==> config.mk <==
export PLATFORM = sky130hd
export DESIGN_NAME = frame_watchdog
export DESIGN_NICKNAME = d
export VERILOG_FILES = /design/src/rtl/frame_watchdog_pkg.sv /design/src/rtl/wdt_frame_sync.sv /design/src/rtl/wdt_key_decode.sv /design/src/rtl/wdt_frame_counter.sv /design/src/rtl/frame_watchdog.sv
export SDC_FILE = /design/constraint.sdc
export NUM_CORES = 1
export LEC_CHECK = 0
export BUFFER_PORTS_ARGS = -buffer_cell sky130_fd_sc_hd__buf_4
export CORE_AREA = 5 5 42 44
export DETAILED_ROUTE_END_ITERATION = 12
export DIE_AREA = 0 0 47 49
export PLACE_DENSITY_LB_ADDON = 0.25
export REMOVE_ABC_BUFFERS = 1
export SLEW_MARGIN = 30
export SYNTH_ARGS = -nofsm -noshare
export SYNTH_HDL_FRONTEND = slang
export SYNTH_SLANG_ARGS = --single-unit
==> constraint.sdc <==
create_clock -name clk -period 1.5 [get_ports clk]
set_input_delay 0.15 -clock clk [delete_from_list [all_inputs] [get_ports clk]]
set_output_delay 0.15 -clock clk [all_outputs]
set_load 0.05 [all_outputs]
==> src/rtl/frame_watchdog_pkg.sv <==
package frame_watchdog_pkg;

    localparam int CNT_W       = 11;
    localparam int DATA_W      = 8;
    localparam int SYNC_STAGES = 2;

    localparam logic [DATA_W-1:0] KEY_MASK  = 8'h1F;
    localparam logic [DATA_W-1:0] KEY_VALUE = 8'h0A;

    typedef enum logic {
        WD_HEALTHY = 1'b0,
        WD_EXPIRED = 1'b1
    } wd_state_e;

    typedef struct packed {
        logic tick;
        logic service;
    } wd_ctrl_t;

    function automatic logic key_match(input logic [DATA_W-1:0] data);
        return (data & KEY_MASK) == KEY_VALUE;
    endfunction

endpackage

==> src/rtl/wdt_frame_sync.sv <==
module wdt_frame_sync #(
    parameter int STAGES = frame_watchdog_pkg::SYNC_STAGES
) (
    input  logic clk,
    input  logic rst,
    input  logic frame_async,
    output logic tick
);
    logic [STAGES-1:0] chain;
    logic              prev;

    always_ff @(posedge clk) begin
        if (rst) begin
            chain <= '0;
            prev  <= 1'b0;
        end else begin
            chain <= {chain[STAGES-2:0], frame_async};
            prev  <= chain[STAGES-1];
        end
    end

    assign tick = chain[STAGES-1] & ~prev;

    // a detected edge never lasts two cycles
    p_single_tick_r7: assert property (@(posedge clk) disable iff (rst)
        tick |=> !tick);

endmodule

==> src/rtl/wdt_key_decode.sv <==
module wdt_key_decode
    import frame_watchdog_pkg::*;
(
    input  logic              wr_en,
    input  logic [DATA_W-1:0] wr_data,
    output logic              service
);
    always_comb begin
        service = wr_en && key_match(wr_data);
    end
endmodule

==> src/rtl/wdt_frame_counter.sv <==
module wdt_frame_counter
    import frame_watchdog_pkg::*;
#(
    parameter int W = CNT_W
) (
    input  logic     clk,
    input  logic     rst,
    input  wd_ctrl_t ctrl,
    output logic     msb
);
    logic [W-1:0] cnt;

    always_ff @(posedge clk) begin
        if (rst)
            cnt <= '0;
        else if (ctrl.service)
            cnt <= '0;
        else if (ctrl.tick)
            cnt <= cnt + W'(1);
    end

    assign msb = cnt[W-1];

    // counter is zero after reset
    p_reset_clear_r1: assert property (@(posedge clk) disable iff (rst)
        $past(rst) |-> cnt == '0);
    // service clears, and wins over a coincident tick
    p_service_clear_r3: assert property (@(posedge clk) disable iff (rst)
        ctrl.service |=> cnt == '0);
    // one step per tick
    p_step_r2: assert property (@(posedge clk) disable iff (rst)
        (ctrl.tick && !ctrl.service) |=> cnt == $past(cnt) + W'(1));
    // nothing else moves the counter
    p_hold_r4: assert property (@(posedge clk) disable iff (rst)
        (!ctrl.tick && !ctrl.service) |=> $stable(cnt));

endmodule

==> src/rtl/frame_watchdog.sv <==
module frame_watchdog
    import frame_watchdog_pkg::*;
(
    input  logic              clk,
    input  logic              rst,
    input  logic              frame_in,
    input  logic              wr_en,
    input  logic [DATA_W-1:0] wr_data,
    output logic              wd_n
);
    wd_ctrl_t  ctrl;
    logic      msb;
    wd_state_e state;

    wdt_frame_sync #(.STAGES(SYNC_STAGES)) sync_i (
        .clk         (clk),
        .rst         (rst),
        .frame_async (frame_in),
        .tick        (ctrl.tick)
    );

    wdt_key_decode key_i (
        .wr_en   (wr_en),
        .wr_data (wr_data),
        .service (ctrl.service)
    );

    wdt_frame_counter #(.W(CNT_W)) cnt_i (
        .clk  (clk),
        .rst  (rst),
        .ctrl (ctrl),
        .msb  (msb)
    );

    always_comb begin
        state = msb ? WD_EXPIRED : WD_HEALTHY;
        wd_n  = (state == WD_HEALTHY);
    end

    // the line only drops after a frame tick
    p_fall_on_tick_r5: assert property (@(posedge clk) disable iff (rst)
        $fell(wd_n) |-> $past(ctrl.tick));
    // a service write always leaves the line high
    p_service_high_r6: assert property (@(posedge clk) disable iff (rst)
        ctrl.service |=> wd_n);

endmodule

== After elaboration in Yosys (flattened, before gate mapping) ==
Index checks and enable logic that the tools add are counted.
Word-level totals
  flip-flop bits (word level): 14
  output and inout bits: 1
  word-level logic and storage cells: 11
Cells by class
  add/sub/neg operators: 1
  eq/ne operators: 1
  muxes and demuxes: 1
  bitwise gates (word level): 3
  reductions and logical operators: 2
Operators with widths (number)
  11-bit by 1-bit adder with 11-bit output (second input constant): 1
  5-bit by 4-bit equality test with 1-bit output (second input constant): 1
  1-bit NOT: 2
  2-bit OR reduction: 1
  1-bit bitwise AND: 1
  1-bit logical AND: 1
  1-bit 2-to-1 mux: 1

== Longest topological paths before layout ==
Gate-level depths: netlist (run 1).
  word-level depth: 3
  depth in mapped cells: 4
  gate-level depth less buffers: 4

== Modules after synthesis ==
A second synthesis (run 1) with hierarchy kept.
Unflattened totals
  cells, all modules: 67
  area total of the unflattened synthesis: 640.6 µm²
Modules (own cells, without submodules)
  wdt_frame_counter: instances 1, cells an instance 57, area an instance 525.5 µm², sequential area each 220.2 µm²
  wdt_frame_sync: instances 1, cells an instance 7, area an instance 87.6 µm², sequential area each 60.1 µm²
  wdt_key_decode: instances 1, cells an instance 2, area an instance 23.8 µm², sequential area each 0.0 µm²
  frame_watchdog: instances 1, cells an instance 1, area an instance 3.8 µm², sequential area each 0.0 µm²

== Least setup slack after synthesis (run 1) ==
OpenSTA, ideal clock, no wires.
  kind: reg-to-reg
  start: reg cnt_i.cnt[0]
  end: reg cnt_i.cnt[8]
  setup time: 72 ps
  arrival: 1276 ps
  data required time: 1428 ps
  path slack: 152 ps
  stages on the path, launching flop included: 5
  path buffers: 0
  clock period less this slack: 1348 ps
  cells stage by stage: dfxtp_1 -> ha_1 -> nand4b_2 -> or4_1 -> a21oi_1
On the way
  longest elaborated chain between the ends: 1
RTL lines
  start: declaration: line wdt_frame_counter.sv:11  | logic [W-1:0] cnt;
  start signal: assignment: line wdt_frame_counter.sv:19  | cnt <= cnt + W'(1);
  11-bit by 1-bit adder with 11-bit output: line wdt_frame_counter.sv:19
Every way passes these cells.
A chain may end at the register's enable or synchronous reset.

== Worst setup path after layout (run 1) ==
  start: reg cnt_i.cnt[1]
  end: reg cnt_i.cnt[8]
Same word-level chain as after synthesis.

==> flow_metrics.py, run 1 <==
metrics = {
    "place": {
        "dp_slack_ns": 0.03412,
        "place_area_um2": 739.5,
        "portBuffers": 9,
        "finalWeightedCongestion": 0.6637,
        "detailed_place_hpwl_um": 903.8,
    },
    "power_and_ir_drop": {
        "leakagePower_nw": 0.3105,
        "power.share.switching": 0.2061,
        "powerDensity_nw_per_um2": 875.5,
        "p_comb_frac": 0.064,
        "p_clk_frac": 0.388,
        "vdd_drop_max_v": 0.0006494,
        "p_int_uw": 551.3,
        "power.switching_uw": 143.1,
        "seqPwrFrac": 0.548,
    },
    "finish": {
        "mostFrequentLayoutCells": "dfxtp_1 (14), buf_4 (11), o21ai_0 (8), a21oi_1 (6)",
        "syn_to_final_growth_pct": 24.56,
        "final_common_cell": "dfxtp_1",
        "final_nets": 99,
        "insertedDiodeCount": 0,
        "final_area_um2": 793.3,
        "drive_gt1_frac": 0.2235,
    },
    "synthesis": {
        "synthCells": 70,
        "netlist_top_cells_area": "dfxtp_1 (44%), o21ai_0 (6.3%), nor2b_1 (4.9%)",
        "ys_types": 23,
        "synth-seq-cells": 14,
        "synth_top_area_frac": 0.4401,
        "ys_seq_area_frac": 0.4401,
        "yosys_warnings": 0,
        "syn-cell-area_um2": 636.9,
        "avgSynthCellArea_um2": 9.098,
        "yosysTopAreaCell": "dfxtp_1",
    },
    "cts": {
        "worstSkewPairLatency_ns": 0.28,
        "numCtsBuffers": 3,
        "cts.sinks": 14,
        "cts_setup_buffers": 0,
        "clk_pin_slew_ns": 0.09,
        "htreeDepth": 1,
        "cts_buffer_depth": 2,
        "root_buffer": "clkbuf_4",
        "cts_tree": "yes",
        "hold_buffers": 0,
    },
    "setup_path": {
        "worstPathArrival_ns": 1.66,
        "endpoint_kind": "flip-flop",
        "required_ns": 1.71,
        "cp_max_fo": 7,
        "reg2reg_setup_slack_ns": 0.05,
        "cp-start-kind": "flip-flop",
        "timing.setup.critical_path_class": "flip-flop to flip-flop",
    },
    "floorplanning": {
        "rows": 14,
        "die_area_um2": 2303,
        "top_level_ports": 13,
        "initial_core_util": 0.4545,
        "die_w_um": 47,
        "die_h_um": 49,
        "core_area_um2": 1401,
    },
    "sta": {
        "fmax_mhz": 690.5,
        "finalHoldViolCount": 0,
        "maxSlewViolCount": 0,
        "tightest_slew_ns": 0.3143,
        "setup_slack_ns": 0.05171,
        "totalNegativeSetupSlack_ns": 0,
        "slew_headroom": 0.7885,
        "finalCriticalPeriod_ns": 1.448,
        "fin_crit_sh": 0.9655,
        "setup-violations-final": 0,
        "fin_skew_ns": 0.001975,
        "rsz0062_at_grt": "no",
    },
    "status": {
        "status": "completed",
    },
    "route": {
        "drc": 0,
        "num_vias": 544,
        "detail_route.first_pass.iterations": 2,
        "finalWirelength_um": 1198,
        "drt_iter0_drc": 3,
        "final_antenna_net_count": 0,
        "wl_per_cell_um": 11.86,
        "routed_via_density": 5.386,
    },
    "grt": {
        "overflow": 0,
        "grt_pass1_wl_um": 2132,
        "grt_pass1_vias": 519,
        "track_usage": 0.1237,
        "grt_max_degree": 10,
        "grt_antenna_before_repair": 0,
    },
    "run": {
        "drv_cap": 0,
    },
    "min_path": {
        "min_path_type": "input pin to flip-flop",
    },
}
==> sequential cells by signal, indices dropped and copies added (netlist names) <==
name and cells:
sync_i.chain 2, sync_i.prev 1, cnt_i.cnt 11
==> power by group through the flow <==
stage / clock (mW) / combinational [mW] / sequential (mW)
2_1_floorplan: 0 / 0.0177 / 0.388
3_3_place_gp: 0 / 0.0428 / 0.388
3_5_place_dp: 0 / 0.0446 / 0.389
4_1_cts: 0.278 / 0.0453 / 0.380
5_1_grt: 0.299 / 0.0504 / 0.381
6_report: 0.270 / 0.0444 / 0.381
==> per-stage QoR <==
stage          utilization  power, mW  instances  hold WS (ns)
2_1_floorplan            -     0.4061         70        0.2216
3_3_place_gp        0.5277     0.4312         97        0.3660
3_5_place_dp        0.5277     0.4335         97        0.3757
4_1_cts             0.5598     0.7038        101       0.07363
5_1_grt             0.5661     0.7309        101       0.08402
6_report            0.5661     0.6945        101       0.08303
==> what timing repair did <==
action	CTS	global route
pin swaps	0	0
endpoints found under the hold margin	0	0
endpoints found under the setup margin	1	2
resized for setup	1	2
==> path summary, 6_finish.rpt <==
check | endpoint | startpoint | cells past startpoint
max | cnt_i.cnt[8] | cnt_i.cnt[1] | 4
min | sync_i.chain[1] | rst | 2
max reg2reg | cnt_i.cnt[8] | cnt_i.cnt[1] | 4
min reg2reg | sync_i.chain[1] | sync_i.chain[0] | 1
==> cell families (layout without fill, tap and decap cells) <==
kind of cell,Yosys count,in the layout,synth area share
and+or+nand+nor,29,29,0.2967
buffers and inverters,4,19,0.02357
adders and majority gates,1,1,0.01964
xor gates and xnor gates,2,2,0.02751
DFF,14,14,0.4401
AOI/OAI and AO/OA,17,17,0.1454
muxes,3,3,0.04715
==> worst max-delay path: stages (launching register included) <==
cell,delay [ns]
dfxtp_1,0.37
ha_2,0.23
nand4b_4,0.15
or4_1,0.49
a21oi_1,0.15
==> synth_stat cells <==
library cell	n
dfxtp_1	14
o21ai_0	8
a21oi_1	6
nor2_1	5
nor2b_1	5
inv_1	4
or3_1	4
mux2i_1	3
nand2_1	2
nand3_1	2
nor4_1	2
o31ai_1	2
or4_1	2
xnor2_1	2
and2b_1	1
ha_1	1
nand2b_1	1
nand3b_1	1
nand4_2	1
nand4b_1	1
nand4b_2	1
nand4bb_1	1
o21bai_1	1
==> cell type report <==
cell class | instances | area [um^2]
Clock buffer | 4 | 36.28
Fill cell | 138 | 608.1
Inverter | 4 | 15.01
Multi-Input combinational cell | 52 | 359.1
Sequential cell | 14 | 280.3
Tap cell | 16 | 20.02
Timing Repair Buffer | 11 | 82.58
==> layer usage <==
metal,vias up,wire length (um),track usage
li1,284,-,-
met1,248,540,0.1578
met2,10,591,0.1855
met3,2,53,0.03690
met4,0,13,0.05530
met5,-,0,0
No activity file was read; power rests on OpenSTA's default activity.
==> inputs of run 2 (changes only) <==
--- a/config.mk
+++ b/config.mk
@@ -9,7 +9,9 @@
 export CORE_AREA = 5 5 42 44
 export DETAILED_ROUTE_END_ITERATION = 12
 export DIE_AREA = 0 0 47 49
+export GPL_ROUTABILITY_DRIVEN = 0
 export PLACE_DENSITY_LB_ADDON = 0.25
+export RECOVER_POWER = 25
 export REMOVE_ABC_BUFFERS = 1
 export SLEW_MARGIN = 30
 export SYNTH_ARGS = -nofsm -noshare
==> run 2 against run 1 <==
Register-to-register slack barely moved. Hold slack better by 0.0026 ns. Sequential power is essentially flat. Design area fell by 0.47%. Clock-buffer cell count is the same. Core utilization is 0.27 points lower.
==> flow_metrics.py, run 2 (synthesized netlist as in run 1, its figures left out) <==
metrics = {
    "finish": {
        "largest_register_ff_count": 11,
        "drive_gt1_frac": 0.2118,
        "instances_no_fill": 101,
        "final_common_cell": "dfxtp_1",
        "regMostFlops": "cnt_i.cnt",
        "final_area_um2": 789.5,
        "final_nets": 99,
        "mostFrequentLayoutCells": "dfxtp_1 (14), buf_4 (10), o21ai_0 (8), a21oi_1 (6)",
        "syn_to_final_growth_pct": 23.97,
        "insertedDiodeCount": 0,
        "reg_top3": "cnt_i.cnt x11, sync_i.chain x2, sync_i.prev x1",
    },
    "route": {
        "drt_iter0_drc": 3,
        "routed_via_density": 5.366,
        "finalWirelength_um": 1203,
        "drc": 0,
        "wl_per_cell_um": 11.91,
        "detail_route.first_pass.iterations": 2,
        "num_vias": 542,
        "final_antenna_net_count": 0,
    },
    "setup_path": {
        "cp_num_buf_inv": 0,
        "worstPathArrival_ns": 1.66,
        "slowest_stage": "or4_1",
        "cp_max_fo": 7,
        "timing.setup.critical_path_class": "flip-flop to flip-flop",
        "max_stage_delay_ns": 0.49,
        "critPathTopFamily": "simple AND/OR/NAND/NOR gates",
        "crit_chain": "ha_2, nand4b_4, or4_1, a21oi_1",
        "cp-start-kind": "flip-flop",
        "required_ns": 1.71,
        "endpoint_kind": "flip-flop",
    },
    "sta": {
        "tightest_slew_ns": 0.3143,
        "setup-violations-final": 0,
        "maxSlewViolCount": 0,
        "fin_crit_sh": 0.9656,
        "holdWs_ns": 0.08561,
        "finalCriticalPeriod_ns": 1.448,
        "rsz0062_at_grt": "no",
        "finalHoldViolCount": 0,
        "fmax_mhz": 690.4,
        "slew_headroom": 0.7885,
        "fin_skew_ns": 0.001961,
        "totalNegativeSetupSlack_ns": 0,
        "setup_slack_ns": 0.05155,
    },
    "place": {
        "detailed_place_hpwl_um": 903.8,
        "portBuffers": 9,
        "place_area_um2": 739.5,
        "dp_slack_ns": 0.03412,
        "dp.cells": 97,
    },
    "power_and_ir_drop": {
        "power.switching_uw": 143.2,
        "powerDensity_nw_per_um2": 878.1,
        "p_int_uw": 550.1,
        "p_comb_frac": 0.062,
        "seqPwrFrac": 0.549,
        "power.share.switching": 0.2065,
        "vdd_drop_max_v": 0.0006494,
        "p_clk_frac": 0.389,
        "leakagePower_nw": 0.3068,
    },
    "run": {
        "drv_cap": 0,
    },
    "cts": {
        "numCtsBuffers": 3,
        "worstSkewPairLatency_ns": 0.28,
        "cts_setup_buffers": 0,
        "cts_buffer_depth": 2,
        "cts_tree": "yes",
        "root_buffer": "clkbuf_4",
        "htreeDepth": 1,
        "cts.sinks": 14,
        "clk_pin_slew_ns": 0.09,
        "hold_buffers": 0,
    },
    "floorplanning": {
        "die_area_um2": 2303,
        "core_area_um2": 1401,
        "top_level_ports": 13,
        "die_w_um": 47,
        "die_h_um": 49,
        "rows": 14,
        "initial_core_util": 0.4545,
    },
    "status": {
        "status": "completed",
    },
    "grt": {
        "grt_pass1_wl_um": 2132,
        "grt_pass1_vias": 519,
        "grt_max_degree": 10,
        "grt_antenna_before_repair": 0,
        "track_usage": 0.1237,
        "overflow": 0,
    },
    "min_path": {
        "min_path_type": "input pin to flip-flop",
    },
}
## run 2: layer usage
layer / routed length, um / vias up / share of wire / GRT usage
li1: - / 284 / - / -
met2: 588 / 10 / 0.49 / 0.1855
met5: 0 / - / 0 / 0
met3: 58 / 2 / 0.048 / 0.03690
met4: 13 / 0 / 0.011 / 0.05530
met1: 542 / 246 / 0.45 / 0.1578
## run 2: worst reg2reg max path, stage by stage, from the launching register on
cell,delay (ns)
dfxtp_1,0.37
ha_2,0.23
nand4b_4,0.15
or4_1,0.49
a21oi_1,0.15
## run 2: power groups by stage
stage	clock, mW	combinational, mW	sequential, mW
CTS	0.278	0.0453	0.380
finish	0.270	0.0432	0.381
global route	0.299	0.0491	0.381
global placement	0	0.0428	0.388
floorplan	0	0.0177	0.388
detailed placement	0	0.0446	0.389
## run 2: final timing paths
check	slack, ns	endpoint	from	cells after the start
max	0.05	cnt_i.cnt[8]	cnt_i.cnt[1]	4
min	0.09	sync_i.chain[0]	frame_in	2
max reg2reg	0.05	cnt_i.cnt[8]	cnt_i.cnt[1]	4
min reg2reg	0.45	sync_i.chain[1]	sync_i.chain[0]	1
## run 2: layout make-up
class                   instances  area [um^2]
fillers                       138        611.8
multi-input cells              52        359.1
flip-flops and latches         14        280.3
repair buffers                 11        78.83
clock buffers                   4        36.28
well taps                      16        20.02
inverters                       4        15.01
## run 2: through the flow
stage,total power [mW],utilization
3_3_place_gp,0.4312,0.5277
4_1_cts,0.7038,0.5598
5_1_grt,0.7297,0.5634
3_5_place_dp,0.4335,0.5277
6_report,0.6933,0.5634
2_1_floorplan,0.4061,-
## run 2: timing repair
item / in CTS / in global routing
pin swaps: 0 / 0
setup endpoints to repair: 1 / 2
gates resized for setup: 1 / 2
==> inputs of run 3 (changes only) <==
--- a/config.mk
+++ b/config.mk
@@ -6,9 +6,9 @@
 export NUM_CORES = 1
 export LEC_CHECK = 0
 export BUFFER_PORTS_ARGS = -buffer_cell sky130_fd_sc_hd__buf_4
-export CORE_AREA = 5 5 42 44
+export CORE_MARGIN = 5
+export CORE_UTILIZATION = 45
 export DETAILED_ROUTE_END_ITERATION = 12
-export DIE_AREA = 0 0 47 49
 export GPL_ROUTABILITY_DRIVEN = 0
 export PLACE_DENSITY_LB_ADDON = 0.25
 export RECOVER_POWER = 25
@@ -16,4 +16,5 @@
 export SLEW_MARGIN = 30
 export SYNTH_ARGS = -nofsm -noshare
 export SYNTH_HDL_FRONTEND = slang
+export SYNTH_HIERARCHICAL = 1
 export SYNTH_SLANG_ARGS = --single-unit
==> constraint.sdc (replaced) <==
create_clock -name clk -period 1.2 [get_ports clk]
set_input_delay 0.12 -clock clk [delete_from_list [all_inputs] [get_ports clk]]
set_output_delay 0.12 -clock clk [all_outputs]
set_load 0.05 [all_outputs]
==> run 3 against run 2 <==
The run now ends with negative setup slack left. Clock-buffer cell count unchanged. Combinational power increased by 42%. Non-clock buffer count is 9 higher. Hold slack got worse by 0.038 ns.
==> flow_metrics.py, run 3 <==
metrics = {
    "status": {
        "status": "finished with violations",
        "violations": "negative setup slack",
    },
    "route": {
        "wl_met3_um": 47,
        "drt-met1-wl_um": 644,
        "finalWirelength_um": 1436,
        "top_layer": "met4",
        "dr_wl_met2_um": 730,
        "drc": 0,
        "routed_via_density": 5.452,
        "drt_iter0_drc": 16,
        "detail_route.first_pass.iterations": 4,
        "wl_per_cell_um": 13.81,
        "final_antenna_net_count": 0,
        "num_vias": 567,
    },
    "setup_path": {
        "max_stage_delay_ns": 0.50,
        "reg2reg_setup_slack_ns": -0.15,
        "required_ns": 1.42,
        "cp_max_fo": 5,
        "ff2ff_path_depth": 4,
        "timing.setup.critical_path_class": "flip-flop to flip-flop",
        "endpoint_kind": "flip-flop",
        "slowest_stage": "or4_4",
        "worstPathArrival_ns": 1.57,
        "crit_chain": "nor2b_4, nand4_2, or4_4, a21oi_2",
        "cp-start-kind": "flip-flop",
    },
    "cts": {
        "clk_pin_slew_ns": 0.09,
        "root_buffer": "clkbuf_4",
        "cts_tree": "yes",
        "htreeDepth": 1,
        "hold_buffers": 0,
        "numCtsBuffers": 3,
        "cts_buffer_depth": 2,
        "worstSkewPairLatency_ns": 0.28,
        "cts.sinks": 14,
    },
    "grt": {
        "grt_pass1_vias": 542,
        "grt_pass1_wl_um": 2256,
        "grt_max_degree": 10,
        "grt_antenna_before_repair": 0,
        "overflow": 0,
        "track_usage": 0.1435,
    },
    "finish": {
        "insertedDiodeCount": 0,
        "fill_cells": 101,
        "mostFrequentLayoutCells": "buf_4 (19), dfxtp_1 (13), nor2_1 (6), nand2_1 (5)",
        "seqCellArea_um2": 281.5,
        "largest_register_ff_count": 11,
        "drive_gt1_frac": 0.3933,
        "final_common_cell": "buf_4",
        "reg_top3": "cnt_i/cnt x11, sync_i/chain x2, sync_i/prev x1",
        "multiInputGateArea_um2": 369.1,
        "fin_util": 0.6581,
        "final_nets": 103,
        "regMostFlops": "cnt_i/cnt",
        "syn_to_final_growth_pct": 35.35,
    },
    "synthesis": {
        "synth_edf_count": 0,
        "yosysTopAreaCell": "dfxtp_1",
        "yosys_warnings": 6,
        "synth_common_cells": "dfxtp_1 (14), nor2_1 (6), nand2_1 (5), a21oi_1 (4), inv_1 (4)",
        "muxShareOfSynthArea": 0.03125,
        "avgSynthCellArea_um2": 9.561,
        "synthFlopType": "dfxtp_1",
        "ys_types": 27,
        "synthSimpleGateAreaFrac": 0.3086,
        "netlist_top_cells_area": "dfxtp_1 (44%), xor2_1 (4.1%), nor2_1 (3.5%)",
        "synth_compound_area_frac": 0.1016,
        "ys_seq_area_frac": 0.4375,
        "synth_top_area_frac": 0.4375,
        "async_flop_share": 0,
        "synth-seq-cells": 14,
        "synth_xor_area_frac": 0.05469,
        "synth_fa_ha_area_frac": 0.01953,
        "syn-cell-area_um2": 640.6,
        "synthCells": 67,
        "synth_top_family_by_area": "simple AND/OR/NAND/NOR gates",
        "yosysMostFrequentCell": "dfxtp_1",
    },
    "min_path": {
        "min_path_type": "input pin to flip-flop",
        "hold_depth": 2,
    },
    "sta": {
        "rsz0062_at_grt": "yes",
        "finalHoldViolCount": 0,
        "fin_skew_ns": 0.0004611,
        "slew_headroom": 0.7988,
        "setup_slack_ns": -0.1538,
        "finalCriticalPeriod_ns": 1.354,
        "setup-violations-final": 6,
        "fin_crit_sh": 1.128,
        "fmax_mhz": 738.7,
        "totalNegativeSetupSlack_ns": -0.6891,
        "maxSlewViolCount": 0,
        "tightest_slew_ns": 0.2992,
    },
    "run": {
        "drv_cap": 0,
    },
    "place": {
        "detailed_place_hpwl_um": 995.2,
        "portBuffers": 9,
    },
    "floorplanning": {
        "rows": 13,
        "top_level_ports": 13,
        "initial_core_util": 0.4862,
        "die_h_um": 47.73,
        "die_w_um": 47.73,
        "die_area_um2": 2278,
        "core_area_um2": 1318,
    },
    "power_and_ir_drop": {
        "vdd_drop_max_v": 0.0005910,
        "leakagePower_nw": 0.3587,
        "powerDensity_nw_per_um2": 1015,
    },
}
## run 3: cell count changes after synthesis, sizes merged, moves of 2 or more
| cell | before | now |
|---|---|---|
| nand2 | 2 | 5 |
| nand4b | 2 | 0 |
| a21oi | 6 | 4 |
| xor2 | 0 | 3 |
| nand4 | 1 | 4 |
| o21ai | 8 | 1 |
## run 3: timing repair
action | in CTS | in global routing
gates resized for setup | 6 | 5
buffers inserted | 0 | 1
pin swaps | 3 | 2
setup endpoints to repair | 7 | 7
## run 3: kinds of logic (layout without fill, tap and decap cells)
logic type | Yosys count | in the layout
AND/OR/NAND/NOR | 30 | 30
multiplexers | 2 | 2
AO/OA/AOI/OAI | 10 | 10
adder cells (fa/ha/maj) | 1 | 1
flip-flops | 14 | 14
XOR/XNOR | 4 | 4
buffers and inverters | 6 | 28
## run 3: cell type report
type / instances / area share
sequential: 14 / 0.3247
inverter: 4 / 0.01732
tap: 15 / 0.02165
multi-input combinational: 47 / 0.4257
clock buffer: 4 / 0.04185
timing repair buffer: 20 / 0.1688
## run 3: worst paths after layout
kind                   startpoint         endpoint
setup / recovery  sync_i/chain[1]     cnt_i/cnt[9]
hold / removal           frame_in  sync_i/chain[0]
setup reg to reg  sync_i/chain[1]     cnt_i/cnt[9]
hold reg to reg   sync_i/chain[0]  sync_i/chain[1]
## run 3: through the flow
step | cell area [um^2] | std cells | setup slack, ns | hold WS (ns) | total power [mW]
2_1_floorplan | 625.6 | 65 | -0.2415 | 0.1916 | 0.5087
3_3_place_gp | 787.0 | 99 | -0.1379 | 0.3316 | 0.5400
3_5_place_dp | 787.0 | 99 | -0.2372 | 0.3372 | 0.5426
4_1_cts | 848.3 | 103 | -0.1335 | 0.03242 | 0.8850
5_1_grt | 867.1 | 104 | -0.2105 | 0.09367 | 0.9193
6_report | 867.1 | 104 | -0.1538 | 0.04778 | 0.8800
## run 3: metal layers
| layer | track usage | vias to the layer above |
|---|---|---|
| li1 | - | 290 |
| met1 | 0.1822 | 265 |
| met2 | 0.2296 | 10 |
| met3 | 0.02256 | 2 |
| met4 | 0.08065 | 0 |
| met5 | 0 | - |
## run 3: worst max-delay path, delay by kind of cell, from the launching register on
kind | cells | cell delay, ns
simple gates | 3 | 0.81
compound gates | 1 | 0.14
flops | 1 | 0.34
## run 3: where the power goes
part           internal (mW)  total [mW]  switching (mW)
registers              0.471       0.474         0.00306
logic                 0.0351      0.0614          0.0263
clock network          0.184       0.344           0.160
total                  0.691       0.880           0.189
